--- config.mk ---
export PLATFORM = sky130hd
export DESIGN_NAME = agu_ls
export DESIGN_NICKNAME = d
export VERILOG_FILES = /design/src/rtl/agu_ls_pkg.sv /design/src/rtl/agu_ls_opsel.sv /design/src/rtl/agu_ls_sum.sv /design/src/rtl/agu_ls.sv
export SDC_FILE = /design/constraint.sdc
export NUM_CORES = 1
export LEC_CHECK = 0
export ABC_AREA = 1
export BUFFER_PORTS_ARGS = -buffer_cell sky130_fd_sc_hd__buf_2
export CORE_MARGIN = 2
export CORE_UTILIZATION = 45
export DETAILED_ROUTE_END_ITERATION = 10
export GPL_TIMING_DRIVEN = 0
export PLACE_DENSITY_LB_ADDON = 0.2
export SKIP_CTS_REPAIR_TIMING = 1
export SYNTH_ARGS = -nofsm -noshare
export SYNTH_HDL_FRONTEND = slang
export SYNTH_SLANG_ARGS = --single-unit
--- constraint.sdc ---
create_clock -name clk -period 2.5 [get_ports clk]
set_input_delay 0.375 -clock clk [delete_from_list [all_inputs] [get_ports clk]]
set_output_delay 0.375 -clock clk [all_outputs]
set_load 0.005 [all_outputs]
--- src/rtl/agu_ls_pkg.sv ---
package agu_ls_pkg;

    typedef enum logic [1:0] {
        MODE_RR_POST = 2'd0,
        MODE_RI_POST = 2'd1,
        MODE_RI_OR   = 2'd2,
        MODE_RSVD    = 2'd3
    } agu_mode_e;

endpackage

--- src/rtl/agu_ls_opsel.sv ---
module agu_ls_opsel
    import agu_ls_pkg::*;
#(
    parameter int AW  = 13,
    parameter int IMW = 11
) (
    input  agu_mode_e         mode_i,
    input  logic [AW-1:0]     areg_lo_i,
    input  logic [AW-1:0]     breg_lo_i,
    input  logic [IMW-1:0]    imm_i,
    output logic [AW-1:0]     opnd_o,
    output logic [AW-1:0]     or_addr_o
);

    logic [AW-1:0] imm_ext;

    assign imm_ext   = AW'(imm_i);
    assign opnd_o    = (mode_i == MODE_RR_POST) ? breg_lo_i : imm_ext;
    assign or_addr_o = areg_lo_i | imm_ext;

endmodule

--- src/rtl/agu_ls_sum.sv ---
module agu_ls_sum #(
    parameter int AW = 13
) (
    input  logic [AW-1:0] a_i,
    input  logic [AW-1:0] b_i,
    output logic [AW-1:0] sum_o,
    output logic          carry_o,
    output logic          zero_o
);

    logic [AW:0] full;

    assign full    = {1'b0, a_i} + {1'b0, b_i};
    assign sum_o   = full[AW-1:0];
    assign carry_o = full[AW];
    assign zero_o  = (full[AW-1:0] == '0);

endmodule

--- src/rtl/agu_ls.sv ---
module agu_ls
    import agu_ls_pkg::*;
#(
    parameter int DW  = 32,
    parameter int AW  = 13,
    parameter int IMW = 11,
    parameter int SW  = 2
) (
    input  logic           clk,
    input  logic           rst_n,
    input  logic           req_valid_i,
    input  logic [1:0]     req_mode_i,
    input  logic           req_raw_i,
    input  logic [DW-1:0]  areg_i,
    input  logic [DW-1:0]  breg_i,
    input  logic [IMW-1:0] imm_i,
    output logic           acc_valid_o,
    output logic [AW-1:0]  acc_addr_o,
    output logic [SW-1:0]  acc_stride_o,
    output logic           acc_raw_o,
    output logic           wb_en_o,
    output logic [DW-1:0]  wb_val_o,
    output logic           flag_en_o,
    output logic           flag_carry_o,
    output logic           flag_zero_o
);

    typedef struct packed {
        logic          vld;
        logic [AW-1:0] addr;
        logic [SW-1:0] stride;
        logic          raw;
        logic          wb_en;
        logic [DW-1:0] wb_val;
        logic          flg_en;
        logic          carry;
        logic          zero;
    } res_t;

    res_t          res_d, res_q;
    agu_mode_e     mode_eff;
    logic [AW-1:0] opnd, or_addr, sum;
    logic          carry, zero;
    logic          unused_breg_hi;

    assign unused_breg_hi = ^breg_i[DW-1:AW];

    // raw accesses always use register plus register post-increment
    assign mode_eff = req_raw_i ? MODE_RR_POST : agu_mode_e'(req_mode_i);

    agu_ls_opsel #(.AW(AW), .IMW(IMW)) u_opsel (
        .mode_i    (mode_eff),
        .areg_lo_i (areg_i[AW-1:0]),
        .breg_lo_i (breg_i[AW-1:0]),
        .imm_i     (imm_i),
        .opnd_o    (opnd),
        .or_addr_o (or_addr)
    );

    agu_ls_sum #(.AW(AW)) u_sum (
        .a_i     (areg_i[AW-1:0]),
        .b_i     (opnd),
        .sum_o   (sum),
        .carry_o (carry),
        .zero_o  (zero)
    );

    always_comb begin
        res_d = '0;
        if (req_valid_i && mode_eff != MODE_RSVD) begin
            res_d.vld    = 1'b1;
            res_d.stride = areg_i[DW-1 -: SW];
            res_d.raw    = req_raw_i;
            res_d.flg_en = !req_raw_i;
            res_d.carry  = !req_raw_i && carry;
            res_d.zero   = !req_raw_i && zero;
            case (mode_eff)
                MODE_RI_OR: begin
                    res_d.addr   = or_addr;
                    res_d.wb_en  = 1'b0;
                    res_d.wb_val = areg_i;
                end
                default: begin
                    res_d.addr   = areg_i[AW-1:0];
                    res_d.wb_en  = 1'b1;
                    res_d.wb_val = {areg_i[DW-1:AW], sum};
                end
            endcase
        end
    end

    always_ff @(posedge clk) begin
        if (!rst_n) begin
            res_q <= '0;
        end else begin
            res_q <= res_d;
        end
    end

    assign acc_valid_o  = res_q.vld;
    assign acc_addr_o   = res_q.addr;
    assign acc_stride_o = res_q.stride;
    assign acc_raw_o    = res_q.raw;
    assign wb_en_o      = res_q.wb_en;
    assign wb_val_o     = res_q.wb_val;
    assign flag_en_o    = res_q.flg_en;
    assign flag_carry_o = res_q.carry;
    assign flag_zero_o  = res_q.zero;

endmodule

* Word level (Yosys, flattened, before mapping)
Index checks and enable logic that the tools add are counted.
Cells by class: add/subtract/negate cells 1, eq/ne operators 2, mux-type cells 5, bitwise gates (word level) 1, reductions and logical operators 7
Operators by type and width (count):
- 2-to-1 mux 53 bit | 1
- 2-to-1 mux 33 bit | 1
- 2-to-1 mux 13 bit | 2
- adder 13 x 13 -> 14 bit | 1
- logical NOT 13 bit | 1
- bitwise OR 13 x 11 -> 13 bit | 1
- logical AND 1 bit | 3
- equality test 2 bit (second input constant) | 1
- logical NOT 2 bit | 1
- 2-to-1 mux 2 bit | 1
- != test 2 bit (second input constant) | 1
- AND reduction 2 bit | 1
- logical NOT 1 bit | 1
Storage, ports and cells: bits in registers 53, input bits 81, output and inout bits 53, word-level logic and storage cells 25

* Logic depth before layout (Yosys ltp)
Gate-level depths: netlist of run 1.
word-level depth 7, gate-level depth with buffers 19, mapped depth without buffers 18

* Cells and area by module
Synthesis of run 1 repeated with hierarchy kept, for this count alone.
Second synthesis, totals: cell total of the unflattened synthesis 467, area, all modules 3004.1 µm²
Modules (own cells, without submodules):
- agu_ls | times used 1, cells an instance 252, area an instance 1930.6 µm², seq. area each 1021.0 µm²
- agu_ls_sum | times used 1, cells an instance 160, area an instance 805.8 µm², seq. area each 0.0 µm²
- agu_ls_opsel | times used 1, cells an instance 55, area an instance 267.8 µm², seq. area each 0.0 µm²

* Least setup slack after synthesis of run 1
OpenSTA, ideal clock, no wires.
path kind input to register, start input req_mode_i[0], end register res_q, in the netlist wb_val_o[12], setup time 0.115 ns, arrival time 2.194 ns, required time 2.385 ns, setup slack 0.191 ns, stages on the path 16, buffers on the path 1, cell sequence inv_1 -> a21oi_1 -> buf_2 -> nand2_1 -> nand2_1 -> ha_1 -> inv_1 -> fa_1 -> inv_1 -> nand3_1 -> nand2_2 -> nand3_1 -> nand4_1 -> nand2_1 -> o21ai_0 -> inv_1
On the way: longest elaborated chain between the ends 5, elaborated cells on any way between the ends 9, classes of those cells 1 x add/sub; 2 x eq/ne; 3 x mux; 3 x reduce/logical
RTL lines:
- from (decl) | RTL line agu_ls.sv:12 | input logic [1:0] req_mode_i,
- 2-to-1 mux 2 bit * | RTL line agu_ls.sv:49 | assign mode_eff = req_raw_i ? MODE_RR_POST : agu_mode_e'(req_mode_i);
- logical NOT 2 bit | RTL line agu_ls_opsel.sv:18 | assign opnd_o = (mode_i == MODE_RR_POST) ? breg_lo_i : imm_ext;
- 2-to-1 mux 13 bit | RTL line agu_ls_opsel.sv:18
- adder 13 x 13 -> 14 bit | RTL line agu_ls_sum.sv:13 | assign full = {1'b0, a_i} + {1'b0, b_i};
- 2-to-1 mux 33 bit | RTL line agu_ls.sv:77 | case (mode_eff)
- to (signal assigned) | RTL line agu_ls.sv:96 | res_q <= res_d;
- to (decl) | RTL line agu_ls.sv:40 | res_t res_d, res_q;
Mark *: on every way between the ends. The rest lies on a longest branch, timed or not. A chain may end at the register's enable or synchronous reset.

* Worst setup path in the final report of run 1
start input req_mode_i[0], end register res_q, in the netlist flag_zero_o
On the way: longest elaborated chain between the ends 6, elaborated cells on any way between the ends 9, classes of those cells 1 x add/sub; 1 x eq/ne; 2 x mux; 5 x reduce/logical
RTL lines:
- 2-to-1 mux 2 bit * | RTL line agu_ls.sv:49
- logical NOT 2 bit | RTL line agu_ls_opsel.sv:18
- 2-to-1 mux 13 bit | RTL line agu_ls_opsel.sv:18
- adder 13 x 13 -> 14 bit | RTL line agu_ls_sum.sv:13
- logical NOT 13 bit | RTL line agu_ls_sum.sv:16 | assign zero_o = (full[AW-1:0] == '0);
- logical AND 1 bit | RTL line agu_ls.sv:76 | res_d.zero = !req_raw_i && zero;
Marks and branches as above.

==> results.yml, run 1 <==
sta:
  rsz0062_at_grt: "false"
  slew_viol_final: 0
  timing.fmax_mhz: 430.0
  tightest_slew_ps: 272.7
  finalCriticalPeriod_ps: 2326
  setup_viol: 0
  period_share_pct: 93.03
  max-slew-margin-rel_pct: 81.75
  hold_viol_final: 0
grt:
  grt_start_max_net_pins: 15
  grt.total_usage_pct: 21.09
  antenna_found_initial: 0
  grt_pass1_vias: 2398
  grt_overflow: 0
  grt_pass1_wl_um: 10520
clock_network:
  cts_max_level: 2
  cts_made_buffers: 5
  cts_max_path_buffers: 2
  clk_pin_slew_worst_paths_ps: 90
  clock-sinks: 51
  root_buffer: "clkbuf_8"
  tritoncts: "done"
synth:
  synth_top_area_share_pct: 39.65
  synth.most_common_cell: "nand2_1"
  ys_seq_area_share_pct: 39.65
  synthArstFlopShare_pct: 0
  syn_avg_cell_area_um2: 6.602
  synth-edff-count: 0
  synthTopCellsByArea: "dfxtp_1, nand2_1, inv_1"
  synth_cell_type_count: 21
  syn_nets: 485
  synthTopCellsByCount: "nand2_1, inv_1, dfxtp_1"
  synthFlopType: "dfxtp_1"
  netlist_area_um2: 2575
  ys_seq_elements: 51
  syn-instance-count: 390
  synth.largest_area_cell: "dfxtp_1"
  yosysWarnings: 0
die:
  core_area_um2: 5507
  io_pins: 134
  die_w_um: 79.65
  die_area_um2: 6343
  chipHeight_um: 79.65
  rows: 27
  start_util_pct: 46.76
drt:
  wl_per_cell_um: 11.38
  num_vias: 2690
  drt-initial-drc-count: 92
  drc: 0
  vias_per_cell: 4.575
  dr.pass1.iters: 5
  wirelength_um: 6690
  final_antenna_net_count: 0
pwr:
  comb_power_share_pct: 26.2
  p_seq_share_pct: 47.1
  netSwitchingFraction_pct: 28.99
  p_leak_nw: 2.149
  ir_drop_uv: 282.7
  pwr-share-clk_pct: 26.7
  finalPower_mw: 1.828
  p_sw_mw: 0.5298
  intPower_mw: 1.298
  powerDensity_nw_per_um2: 538.8
placement:
  dp_hpwl_um: 5527
  io_buffers: 114
  place_inst: 576
  place.gp.congestion: 0.8788
hold_path:
  whs_path_depth: 3
  holdPathEnd: "wb_val_o[19]"
  hold_path_startpoint: "areg_i[19]"
  hold_class: "input pin to flip-flop"
run:
  maxCapViolations: 0
setup_path:
  crit_chain: "buf_2, inv_1, a21oi_4, buf_6, nand2_1, nand2_1, ha_2, inv_1, fa_1, inv_1, nand3_1, nand2_2, nand2_1, nand3_1, nand2_1, nor2_1, nand3_1, nor2_1"
  path_buf_inv: 5
  cpMostUsedCell: "nand2_1"
  path_max_fanout: 4
  worstPathRequired_ps: 2730
  cp_slowest_cell: "fa_1"
  crit_path_max_incr_delay_ps: 400
  crit_path_end_kind: "flip-flop"
  crit_path_start_kind: "input pin"
  critPathTopFamily: "simple AND/OR/NAND/NOR gates"
  arrival_ps: 2560
  crit_type: "input pin to flip-flop"
layout:
  stdcell_count: 588
  antenna_cells: 0
  area_growth_pct: 31.73
  fillerInstances: 547
  drive_above_1_share_pct: 27.71
  finalNetCount: 610
status:
  status: "finished, final reports clean"
==> power by group through the flow <==
stage	clock, mW	combinational (mW)	sequential [mW]
2_1_floorplan	0	0.287	0.887
3_3_place_gp	0	0.455	0.879
3_5_place_dp	0	0.463	0.880
4_1_cts	0.497	0.465	0.861
5_1_grt	0.538	0.548	0.864
6_report	0.488	0.480	0.860
==> area by class of cell <==
type	count	area, um2	share of cell area, %
Sequential cell	51	1021	30.10
Buffer	10	70.07	2.066
Clock buffer	8	100.1	2.951
Multi-Input combinational cell	242	1184	34.90
Tap cell	72	90.09	2.656
Timing Repair Buffer	118	600.6	17.71
Inverter	87	326.6	9.627
==> routing by layer <==
layer / wire (um) / part of all wire [%] / track usage, % / up-vias
met5: 0 / 0 / 0 / -
met4: 159 / 2.4 / 9.138 / 0
met1: 3024 / 45 / 26.66 / 1154
li1: - / - / - / 1420
met3: 432 / 6.5 / 2.715 / 15
met2: 3073 / 46 / 35.88 / 101
==> state kept, by name, indices dropped and copies added (netlist names) <==
name / cells
wb_val_o: 30
acc_stride_o: 2
flag_carry_o: 1
wb_en_o: 1
flag_en_o: 1
acc_raw_o: 1
flag_zero_o: 1
acc_valid_o: 1
acc_addr_o: 13
==> how the worst max path moves through the flow <==
stage / start / endpoint / slack, ps / cells past startpoint
after floorplan: req_mode_i[0] / wb_val_o[12] / 190 / 16
after global placement: req_mode_i[0] / wb_val_o[12] / -410 / 17
after detailed placement: req_mode_i[0] / wb_val_o[12] / -450 / 17
after CTS: req_mode_i[0] / wb_val_o[12] / -140 / 17
after global routing: req_mode_i[0] / wb_val_o[11] / 10 / 19
final: req_mode_i[0] / flag_zero_o / 170 / 18
==> layout by cell type (no fill, tap or decap), drive strengths merged <==
cell type / count
nand3b: 3
a211oi: 1
xor2: 2
nand3: 17
ha: 13
clkbuf: 8
nand4: 4
nand2: 115
a21oi: 29
inv: 87
dfxtp: 51
buf: 128
fa: 1
nor2: 45
o21ai: 10
o211ai: 2
==> kinds of logic (layout without fill, tap and decap cells) <==
family,count (synthesis),in the layout,share of synthesized area [%]
buffers and inverters,97,223,14.92
DFF,51,51,39.65
xor gates and xnor gates,2,2,0.6804
adders and majority gates,14,14,7.094
and+or+nand+nor,184,184,29.06
AOI/OAI and AO/OA,42,42,8.600
==> per-stage QoR <==
stage	setup WS (ps)	hold WS, ps	util (%)	TNS [ps]	cell area, um2
finish	174.3	294.7	61.60	0	3392
global route	13.84	288.3	61.60	0	3392
CTS	-141.2	289.8	60.58	-492.0	3336
detailed placement	-451.1	594.8	58.76	-2648	3236
global placement	-408.7	589.3	58.76	-2409	3236
floorplan	190.8	472.6	-	0	2575
Note: power is estimated with default switching activity, not from simulation.
==> run 2, diff against run 1 <==
- CELL_PAD_IN_SITES_DETAIL_PLACEMENT: default -> 0
- CELL_PAD_IN_SITES_GLOBAL_PLACEMENT: default -> 1
- CORE_UTILIZATION: 45 -> 30
==> results.yml, run 2 (synthesis results as in run 1) <==
clock_network:
  cts_max_path_buffers: 2
  cts_made_buffers: 5
  tritoncts: "done"
  cts_max_level: 2
  root_buffer: "clkbuf_8"
  clk_pin_slew_worst_paths_ps: 90
  clock-sinks: 51
drt:
  vias_per_cell: 4.234
  wirelength_um: 7363
  num_vias: 2638
  dr.pass1.iters: 4
  final_antenna_net_count: 0
  drc: 0
  wl_per_cell_um: 11.82
  drt-initial-drc-count: 62
status:
  status: "finished, final reports clean"
sta:
  hold_viol_final: 0
  slew_viol_final: 0
  timing.fmax_mhz: 436.1
  period_share_pct: 91.73
  setup_viol: 0
  holdWs_ps: 276.1
  tightest_slew_ps: 265.2
  finalCriticalPeriod_ps: 2293
  max-slew-margin-rel_pct: 82.25
placement:
  place_inst: 609
  place.gp.congestion: 0.8302
  place_area_um2: 3277
  io_buffers: 114
  dp_hpwl_um: 6192
grt:
  grt_pass1_vias: 2625
  antenna_found_initial: 1
  grt_overflow: 0
  grt_pass1_wl_um: 12130
  grt_start_max_net_pins: 17
  grt.total_usage_pct: 15.73
pwr:
  intPower_mw: 1.449
  comb_power_share_pct: 24.4
  pwr-share-clk_pct: 32.9
  finalPower_mw: 2.010
  p_seq_share_pct: 42.8
  ir_drop_uv: 265.5
  p_leak_nw: 2.165
  netSwitchingFraction_pct: 27.92
  powerDensity_nw_per_um2: 575.1
  p_sw_mw: 0.5611
die:
  die_w_um: 96.65
  start_util_pct: 31.18
  rows: 33
  die_area_um2: 9340
  core_area_um2: 8258
  chipHeight_um: 96.65
  io_pins: 134
layout:
  layout_commonest_cell: "buf_2"
  largest_reg_flops: 30
  layout.cells.most_common_list: "buf_2, nand2_1, inv_1"
  drive_above_1_share_pct: 28.43
  fin_area_um2: 3495
  fin_util_pct: 42.32
  area_growth_pct: 35.71
  finalNetCount: 611
  stdcell_count: 623
setup_path:
  arrival_ps: 2500
  worstPathRequired_ps: 2700
  crit_type: "input pin to flip-flop"
  crit_path_end_kind: "flip-flop"
  crit_path_start_kind: "input pin"
  path_max_fanout: 5
hold_path:
  hold_class: "input pin to flip-flop"
run:
  maxCapViolations: 0
-- run 2: changes by cell type in the layout (fill, tap and decap cells not counted), sizes merged --
cell | previous run | this run
diode | 0 | 1
clkbuf | 8 | 5
clkinvlp | 0 | 1
bufinv | 0 | 2
buf | 128 | 129
-- run 2: final cells by class --
| type | instances | area, um2 |
|---|---|---|
| Fill cell | 902 | 4763 |
| Multi-Input combinational cell | 242 | 1199 |
| Sequential cell | 51 | 1021 |
| Timing Repair Buffer | 119 | 608.1 |
| Inverter | 87 | 326.6 |
| Tap cell | 105 | 131.4 |
| Buffer | 10 | 70.07 |
| Clock buffer | 5 | 68.82 |
| Clock inverter | 3 | 67.56 |
| Antenna cell | 1 | 2.502 |
-- run 2: power by group through the flow --
stage / sequential [mW] / combinational [mW] / clock, mW
5_1_grt: 0.864 / 0.565 / 0.708
6_report: 0.860 / 0.490 / 0.660
4_1_cts: 0.860 / 0.477 / 0.680
3_3_place_gp: 0.879 / 0.474 / 0
2_1_floorplan: 0.887 / 0.287 / 0
3_5_place_dp: 0.880 / 0.475 / 0
-- run 2: per-stage QoR --
stage | setup slack (ps) | TNS [ps]
after floorplan | 190.8 | 0
after global placement | -481.5 | -3602
after detailed placement | -441.1 | -3524
after CTS | -126.2 | -478.8
after global routing | -19.18 | -19.18
final | 206.8 | 0
-- run 2: final timing paths --
kind / slack [ps] / start / depth (start not counted) / to
worst max-delay path: 210 / req_mode_i[0] / 18 / flag_zero_o
worst min-delay path: 280 / areg_i[22] / 3 / wb_val_o[22]
-- run 2: worst max-delay path, cell delays in order --
cell,delay [ps]
buf_2,120
inv_1,80
a21oi_4,190
inv_1,110
buf_6,130
buf_4,150
nand2_1,60
nand2_1,50
ha_1,360
nand2_1,120
nor2_1,170
nand3_1,140
nand3_1,130
nand2_1,60
nand2_1,100
nor2_1,60
nand2_1,50
nor2_1,40
-- run 2: metal layers --
metal	routed length (um)	vias to the layer above	global-route usage (%)
met4	129	0	5.417
met2	3388	75	26.28
li1	-	1418	-
met3	313	11	2.384
met5	0	-	0
met1	3531	1134	20.69
==> run 3, diff against run 2 <==
- CORE_UTILIZATION: 30 -> 32
- SYNTH_HIERARCHICAL: default -> 1
==> results.yml, run 3 <==
synth:
  syn-instance-count: 467
  yosys.area_share.simple_pct: 39.32
  ys_seq_elements: 51
  synth_top_family_by_area: "simple AND/OR/NAND/NOR gates"
  synth_compound_area_share_pct: 3.582
  netlist_area_um2: 3004
  syn_avg_cell_area_um2: 6.433
  synthTopCellsByCount: "nand2_1, nor2_1, inv_1"
  synthXorXnorAreaFrac_pct: 0.2915
  synth_top_area_share_pct: 33.99
  synthFlopType: "dfxtp_1"
  synthTopCellsByArea: "dfxtp_1, nand2_1, nor2_1"
  muxShareOfSynthArea_pct: 0
  synthAdderAreaFrac_pct: 6.081
  synth.largest_area_cell: "dfxtp_1"
  synth_cell_type_count: 30
  synth-edff-count: 0
  synth.most_common_cell: "nand2_1"
  synthArstFlopShare_pct: 0
  ys_seq_area_share_pct: 33.99
  syn_nets: 562
  yosysWarnings: 6
sta:
  rsz0062_at_grt: "true"
  tightest_slew_ps: 322.3
  fin_tns_setup_ps: 0
  setup_viol: 0
  max-slew-margin-rel_pct: 78.38
  period_share_pct: 94.69
  hold_viol_final: 0
  finalCriticalPeriod_ps: 2367
  timing.fmax_mhz: 422.4
  worst_slack_ps: 132.8
  slew_viol_final: 0
clock_network:
  cts_made_buffers: 5
  cts_max_path_buffers: 2
  root_buffer: "clkbuf_8"
  cts_max_level: 2
  clock-sinks: 51
  tritoncts: "done"
  clk_pin_slew_worst_paths_ps: 90
pwr:
  p_leak_nw: 2.434
  ir_drop_uv: 268.1
  powerDensity_nw_per_um2: 516.6
  finalPower_mw: 2.110
die:
  chipHeight_um: 100.9
  io_pins: 134
  die_w_um: 100.9
  core_area_um2: 9153
  die_area_um2: 10180
  start_util_pct: 32.82
  rows: 35
setup_path:
  worstPathRequired_ps: 2750
  arrival_ps: 2620
  path_max_fanout: 3
  endpoint: "flag_zero_o"
  crit_path_start_kind: "input pin"
  worstSetupStartpoint: "req_mode_i[0]"
  crit_path_end_kind: "flip-flop"
  crit_type: "input pin to flip-flop"
drt:
  wirelength_um: 8907
  route.met2.wl_um: 4172
  num_vias: 3095
  wl_met1_um: 4109
  final_antenna_net_count: 0
  wl_met3_um: 535
  drc: 0
  vias_per_cell: 4.359
  wl_per_cell_um: 12.55
  drt-initial-drc-count: 162
  highest_layer: "met4"
  dr.pass1.iters: 4
layout:
  finalNetCount: 693
  largest_reg_flops: 30
  antenna_cells: 0
  area_growth_pct: 35.94
  drive_above_1_share_pct: 35.06
  layout_commonest_cell: "buf_2"
  fin_area_um2: 4084
  layout.cells.most_common_list: "buf_2, nand2_1, nor2_1"
  multi_input_area_um2: 1647
  fillerInstances: 976
  regArea_um2: 1021
placement:
  io_buffers: 114
  place_area_um2: 3714
  place.gp.congestion: 0.8433
  place_ws_ps: -524.3
  dp_hpwl_um: 7131
grt:
  grt_pass1_vias: 2860
  grt_pass1_wl_um: 14160
  antenna_found_initial: 0
  grt_overflow: 0
  grt_start_max_net_pins: 17
  grt.total_usage_pct: 17.60
run:
  maxCapViolations: 0
hold_path:
  hold_class: "input pin to flip-flop"
status:
  status: "finished, final reports clean"
-- run 3: cell count changes in the layout (fill, tap and decap cells not counted), sizes merged, moves of 2 or more --
| cell | before | now |
|---|---|---|
| clkinv | 0 | 3 |
| nand3 | 17 | 43 |
| clkbuf | 5 | 8 |
| o21bai | 0 | 2 |
| inv | 87 | 89 |
| or2 | 0 | 11 |
| nand2 | 115 | 121 |
| nand3b | 3 | 1 |
| buf | 129 | 138 |
| o211ai | 2 | 0 |
| a21oi | 29 | 4 |
| nor2 | 45 | 95 |
-- run 3: power breakdown --
part	internal [mW]	switching, mW	leakage [nW]
Clock	0.298	0.274	0.0581
Combinational	0.282	0.391	1.96
Sequential	0.854	0.00936	0.419
Total	1.44	0.675	2.43
-- run 3: critical path: stages --
cell and delay, ps:
buf_2 140, inv_4 80, nor2_4 50, nor2_4 160, nand2_1 80, nand2_2 90
ha_4 160, inv_1 60, fa_2 540, nand2_1 60, nor2_2 90, nand3_2 80
nor2_2 120, nand3_2 70, nor2_2 130, nand3_2 70, nor2_2 130, nand2_1 60
nor2_1 70
-- run 3: worst min-delay path by stage --
stage	startpoint	endpoint	slack, ps	depth (start not counted)
final	areg_i[14]	wb_val_o[14]	270	3
after global placement	areg_i[22]	wb_val_o[22]	590	3
after detailed placement	areg_i[14]	wb_val_o[14]	590	3
after CTS	areg_i[14]	wb_val_o[14]	260	3
after floorplan	req_raw_i	flag_en_o	450	1
after global routing	areg_i[28]	wb_val_o[28]	260	3
-- run 3: layer usage --
layer	up-vias	track usage [%]
li1	1646	-
met1	1352	23.73
met2	90	29.54
met3	7	2.566
met4	0	4.366
met5	-	0
-- run 3: cells by family after synthesis --
logic type,count (synthesis)
and+or+nand+nor,275
DFF,51
xor gates and xnor gates,1
adders and majority gates,14
buffers and inverters,107
AOI/OAI and AO/OA,19
-- run 3: stage by stage --
| stage | utilization, % | hold slack (ps) | instances |
|---|---|---|---|
| 3_5_place_dp | 40.57 | 593.9 | 692 |
| 5_1_grt | 44.62 | 264.6 | 710 |
| 6_report | 44.62 | 268.6 | 710 |
| 4_1_cts | 41.80 | 260.2 | 700 |
| 3_3_place_gp | 40.57 | 590.4 | 692 |
| 2_1_floorplan | - | 447.4 | 467 |
-- run 3: cell type report --
class                      instances  share of cell area [%]
inverter                          90                   8.333
multi-input combinational        309                   40.32
tap                              111                   3.401
sequential                        51                   25.00
buffer                            17                   4.259
timing repair buffer             124                   15.93
clock inverter                     3                   1.072
clock buffer                       5                   1.685
